File: src/rtl/mash_pkg.sv
package mash_pkg;
  localparam int OFFS_W = 4;
  typedef logic signed [OFFS_W-1:0] offs_t;

  // offset = c1 + (1 - z^-1) c2 + (1 - z^-1)^2 c3
  function automatic int combine_carries(
      input logic c1, input logic c2, input logic c2_d,
      input logic c3, input logic c3_d, input logic c3_dd);
    int v;
    v = int'(c1) + int'(c2) - int'(c2_d) + int'(c3) - 2 * int'(c3_d) + int'(c3_dd);
    return v;
  endfunction

  function automatic int limit_int(input int v, input int lo, input int hi);
    if (v < lo) return lo;
    if (v > hi) return hi;
    return v;
  endfunction
endpackage

File: src/rtl/mash_acc.sv
module mash_acc #(
  parameter int W = 15
) (
  input  logic         clk,
  input  logic         rst_n,
  input  logic [W-1:0] add_in,
  output logic [W-1:0] residue,
  output logic         carry
);
  logic [W-1:0] acc_q;
  logic [W:0]   sum;

  always_comb sum = {1'b0, acc_q} + {1'b0, add_in};
  assign residue = sum[W-1:0];
  assign carry   = sum[W];

  always_ff @(posedge clk or negedge rst_n) begin
    if (!rst_n) acc_q <= '0;
    else        acc_q <= residue;
  end

  // a carry is emitted exactly when the stored phase wrapped past 2^W
  p_carry_wraps_r4: assert property (@(posedge clk) disable iff (!rst_n)
    carry == (residue < add_in));
endmodule

File: src/rtl/mash_combiner.sv
module mash_combiner
  import mash_pkg::*;
(
  input  logic  clk,
  input  logic  rst_n,
  input  logic  c1,
  input  logic  c2,
  input  logic  c3,
  output offs_t offset_q
);
  logic c2_d, c3_d, c3_dd;
  int   raw;

  always_comb raw = combine_carries(c1, c2, c2_d, c3, c3_d, c3_dd);

  always_ff @(posedge clk or negedge rst_n) begin
    if (!rst_n) begin
      c2_d     <= 1'b0;
      c3_d     <= 1'b0;
      c3_dd    <= 1'b0;
      offset_q <= '0;
    end else begin
      c2_d     <= c2;
      c3_d     <= c3;
      c3_dd    <= c3_d;
      offset_q <= offs_t'(raw);
    end
  end

  p_offset_range_r2: assert property (@(posedge clk) disable iff (!rst_n)
    (offset_q >= -4'sd3) && (offset_q <= 4'sd4));
endmodule

File: src/rtl/ratio_limit.sv
module ratio_limit
  import mash_pkg::*;
#(
  parameter int CTRL_W = 6,
  localparam int BASE_W = CTRL_W + 1,
  localparam int LO = 2 ** CTRL_W,
  localparam int HI = 2 ** (CTRL_W + 1) - 1
) (
  input  logic              clk,
  input  logic              rst_n,
  input  logic [BASE_W-1:0] base_q,
  input  offs_t             offset_q,
  output logic [CTRL_W-1:0] ratio_ctrl,
  output logic              clamped
);
  int total, lim;

  always_comb begin
    total      = int'(base_q) + int'(offset_q);
    lim        = limit_int(total, LO, HI);
    ratio_ctrl = CTRL_W'(lim - LO);
    clamped    = (total != lim);
  end

  // a limited ratio sits on one of the two range edges
  p_clamp_edge_r6: assert property (@(posedge clk) disable iff (!rst_n)
    clamped |-> (ratio_ctrl == '0 || ratio_ctrl == '1));
endmodule

File: src/rtl/mash111_ratio_gen.sv
module mash111_ratio_gen
  import mash_pkg::*;
#(
  parameter int ACC_W  = 15,
  parameter int CTRL_W = 6
) (
  input  logic                clk,
  input  logic                rst_n,
  input  logic [CTRL_W:0]     base_ratio,
  input  logic [ACC_W-1:0]    frac_word,
  output logic [CTRL_W-1:0]   ratio_ctrl,
  output logic signed [3:0]   offset,
  output logic                clamped
);
  localparam int STAGES = 3;
  localparam int BASE_W = CTRL_W + 1;
  localparam int LO     = 2 ** CTRL_W;

  logic [ACC_W-1:0] stage_in  [STAGES];
  logic [ACC_W-1:0] stage_res [STAGES];
  logic [STAGES-1:0] stage_c;
  logic [BASE_W-1:0] base_q;
  offs_t offset_q;

  assign stage_in[0] = frac_word;

  for (genvar s = 0; s < STAGES; s++) begin : g_stage
    if (s > 0) begin : g_link
      assign stage_in[s] = stage_res[s-1];
    end
    mash_acc #(.W(ACC_W)) u_acc (
      .clk     (clk),
      .rst_n   (rst_n),
      .add_in  (stage_in[s]),
      .residue (stage_res[s]),
      .carry   (stage_c[s])
    );
  end

  mash_combiner u_comb (
    .clk      (clk),
    .rst_n    (rst_n),
    .c1       (stage_c[0]),
    .c2       (stage_c[1]),
    .c3       (stage_c[2]),
    .offset_q (offset_q)
  );

  always_ff @(posedge clk or negedge rst_n) begin
    if (!rst_n) base_q <= BASE_W'(LO);
    else        base_q <= base_ratio;
  end

  ratio_limit #(.CTRL_W(CTRL_W)) u_lim (
    .clk        (clk),
    .rst_n      (rst_n),
    .base_q     (base_q),
    .offset_q   (offset_q),
    .ratio_ctrl (ratio_ctrl),
    .clamped    (clamped)
  );

  assign offset = offset_q;

  // with the base steady, the control word cannot move more than the offset span
  p_ctrl_step_r5: assert property (@(posedge clk) disable iff (!rst_n)
    (base_q == $past(base_q)) |->
      ((int'(ratio_ctrl) - int'($past(ratio_ctrl)) <= 7) &&
       (int'(ratio_ctrl) - int'($past(ratio_ctrl)) >= -7)));
endmodule

File: config.mk
export PLATFORM = sky130hd
export DESIGN_NAME = mash111_ratio_gen
export DESIGN_NICKNAME = d
export VERILOG_FILES = /design/src/rtl/mash_pkg.sv /design/src/rtl/mash_acc.sv /design/src/rtl/mash_combiner.sv /design/src/rtl/ratio_limit.sv /design/src/rtl/mash111_ratio_gen.sv
export SDC_FILE = /design/constraint.sdc
export NUM_CORES = 1
export LEC_CHECK = 0
export ABC_AREA = 0
export ABC_CLOCK_PERIOD_IN_PS = 10550
export CORE_MARGIN = 5
export CORE_UTILIZATION = 50
export CTS_CLUSTER_SIZE = 16
export DETAILED_ROUTE_END_ITERATION = 8
export PLACE_DENSITY_LB_ADDON = 0.2
export SLEW_MARGIN = 15
export SYNTH_ARGS = -nofsm -noshare
export SYNTH_HDL_FRONTEND = slang
export SYNTH_SLANG_ARGS = --single-unit
File: constraint.sdc
create_clock -name clk -period 10.55 [get_ports clk]
set_clock_uncertainty 0.15 [all_clocks]
set_input_delay 2.11 -clock clk [delete_from_list [all_inputs] [get_ports clk]]
set_output_delay 2.11 -clock clk [all_outputs]
set_load 0.01 [all_outputs]
==> qor.csv <==
metric;value;unit
run_status;finished clean;
netlist_area;4035;µm²
dr.pass1.iters;6;
critical_path_class;in -> reg;
syn-instance-count;400;
hold_viol;0;
min_period_over_period;72.07;%
post_drt_wl_per_cell;14.34;µm
max_stage_delay;0.50;ns
cts_hold_buf;0;
ant_nets;0;
numPortBuffers;34;
antenna_found_initial;0;
dp_hpwl;6070;µm
clock.fmax;131.5;MHz
synthFlopType;dfrtp_1;
synth-edff-count;0;
grt_max_degree;60;
yosysSeqAreaShare;36.62;%
final_common_cell;ha_1;
cts-root-buf;clkbuf_8;
vias;3124;
worstPathMaxFanout;6;
cts.clk_slew.worst_paths;0.07;ns
diodes;0;
pin_count;35;
die_y;99.84;µm
synth.area.top_cells;dfrtp_1, ha_1, xnor2_1;
crit_required;10.64;ns
cp-end-kind;flip-flop;
setup_viol_count_final;0;
synth_cell_types;47;
finalCriticalPeriod;7.604;ns
grt_setup_unrepaired;no;
vias_per_cell;5.649;
hold_path_class;reg -> reg;
ys_async_sr_fraction;100.0;%
fin_tns_setup;0;ns
cts_buffer_depth;2;
cp.arrival;7.69;ns
critPathBufInv;4;
synth_fp_nets;489;
synth_top_area_share;35.97;%
fillCellCount;672;
yosys_warnings;0;
grt_pass1_vias;3080;
area_growth;17.30;%
wirelength;7931;µm
overflow;0;
dieWidth;99.84;µm
dieArea;9967;µm²
cts_sinks;59;
dr.first_iter.drc_count;152;
layout.nets;535;
initial_utilization;51.68;%
htree_levels;3;
layout_common_cells;ha_1, dfrtp_1, clkdlybuf4s50_1, a21oi_1;
finalMaxSlewViolations;0;
grt_usage;17.29;%
maxCapViolations;0;
synth_area_per_cell;10.09;µm²
grt_pass1_wl;13760;µm
cp_slowest_cell;fa_1;
cts_setup_buffers;0;
cts_tree;done;
slew_headroom;51.25;%
ys_ff_latch;59;
critical-path-top-delay-family;compound AO/OA/AOI/OAI gates;
rows;32;
startpoint_type;input pin;
yosysTopAreaCell;dfrtp_1;
worstMarginPinSlew;0.7312;ns
place_congestion;0.8399;
critical_path.most_common_cell;ha_1;
drc;0;
clk-insertion-delay-late;0.34;ns
numCtsBuffers;9;
cts_resized;0;
core_area;7807;µm²
drive_gt1_share;5.543;%
[Yosys cell counts, types with 8 or more instances]
library cell / number
xnor2_1: 26
a21o_1: 23
ha_1: 59
xor2_1: 14
nand2_1: 19
o21ai_0: 15
inv_1: 24
a21oi_1: 27
nor2_1: 26
dfrtp_1: 58
nor2b_1: 8
nand3_1: 8
[logic make-up (layout without fill, tap and decap cells)]
logic type | count (synthesis) | in the layout | share of synthesized area [%]
compound gates | 113 | 113 | 18.54
xor+xnor | 40 | 40 | 8.682
fa+ha+maj | 65 | 65 | 21.27
buf+inv | 24 | 75 | 2.233
flops | 59 | 59 | 36.62
mux | 1 | 1 | 0.3410
simple gates | 98 | 98 | 12.31
[cell type report]
class,count,area (µm²),area share (%)
Tap cell,102,127.6,2.696
Clock buffer,12,155.1,3.278
Timing Repair Buffer,35,342.8,7.243
Multi-Input combinational cell,317,2467,52.13
Sequential cell,59,1478,31.22
Inverter,24,90.09,1.903
Clock inverter,4,72.57,1.533
[sequential cells by signal, indices dropped and copies added (netlist names)]
register and flops:
u_comb.c3_d 1, g_stage.u_acc.acc_q 45, u_comb.c3_dd 1, u_comb.c2_d 1, base_q 7, u_comb.offset_q 4
[final timing paths]
kind	startpoint	endpoint	slack [ns]	depth (start not counted)
min in group asynchronous	rst_n	g_stage[2].u_acc.acc_q[2]	1.76	2
setup / recovery	frac_word[1]	u_comb.offset_q[2]	2.95	26
hold reg to reg	u_comb.c3_d	u_comb.c3_dd	0.24	0
setup reg to reg	g_stage[0].u_acc.acc_q[0]	u_comb.offset_q[2]	4.80	24
hold / removal	u_comb.c3_d	u_comb.c3_dd	0.24	0
max in group asynchronous	rst_n	g_stage[0].u_acc.acc_q[8]	8.01	2
[worst register-to-register path, stage by stage (launching register included)]
cell      delay (ns)
dfrtp_1         0.36
ha_1            0.20
fa_1            0.42
a211oi_1        0.32
o21ai_0         0.20
a31oi_1         0.30
xnor2_1         0.14
ha_1            0.36
nand2_1         0.06
a221oi_1        0.24
o21ai_2         0.12
a311oi_2        0.31
xor2_1          0.31
ha_1            0.32
a21oi_1         0.18
nand2_1         0.07
o21ai_1         0.22
o21a_1          0.20
ha_1            0.15
inv_1           0.05
fa_1            0.50
ha_1            0.14
inv_1           0.04
ha_1            0.26
inv_1           0.03
[metrics by stage]
stage                     hold slack (ns)  utilization (%)  setup WS (ns)  cell area (µm²)  std cells
after floorplan                    0.2037                -          3.561             4035        400
after CTS                          0.2368            60.62          2.955             4733        553
after global placement             0.2092            57.71          2.743             4506        537
after detailed placement           0.2210            57.71          2.606             4506        537
after global routing               0.2527            60.62          2.470             4733        553
final                              0.2353            60.62          2.946             4733        553
[metal layers]
metal  share of wire [%]  global-route usage [%]  up-vias
li1                    -                       -     1555
met1                  45                   21.03     1478
met2                  49                   29.55       72
met3                 3.8                   3.197       19
met4                 2.4                   8.193        0
met5                   0                       0        -
Power is not shown: default switching activity piles up to over one toggle a cycle in this logic, so the estimate is an artifact.
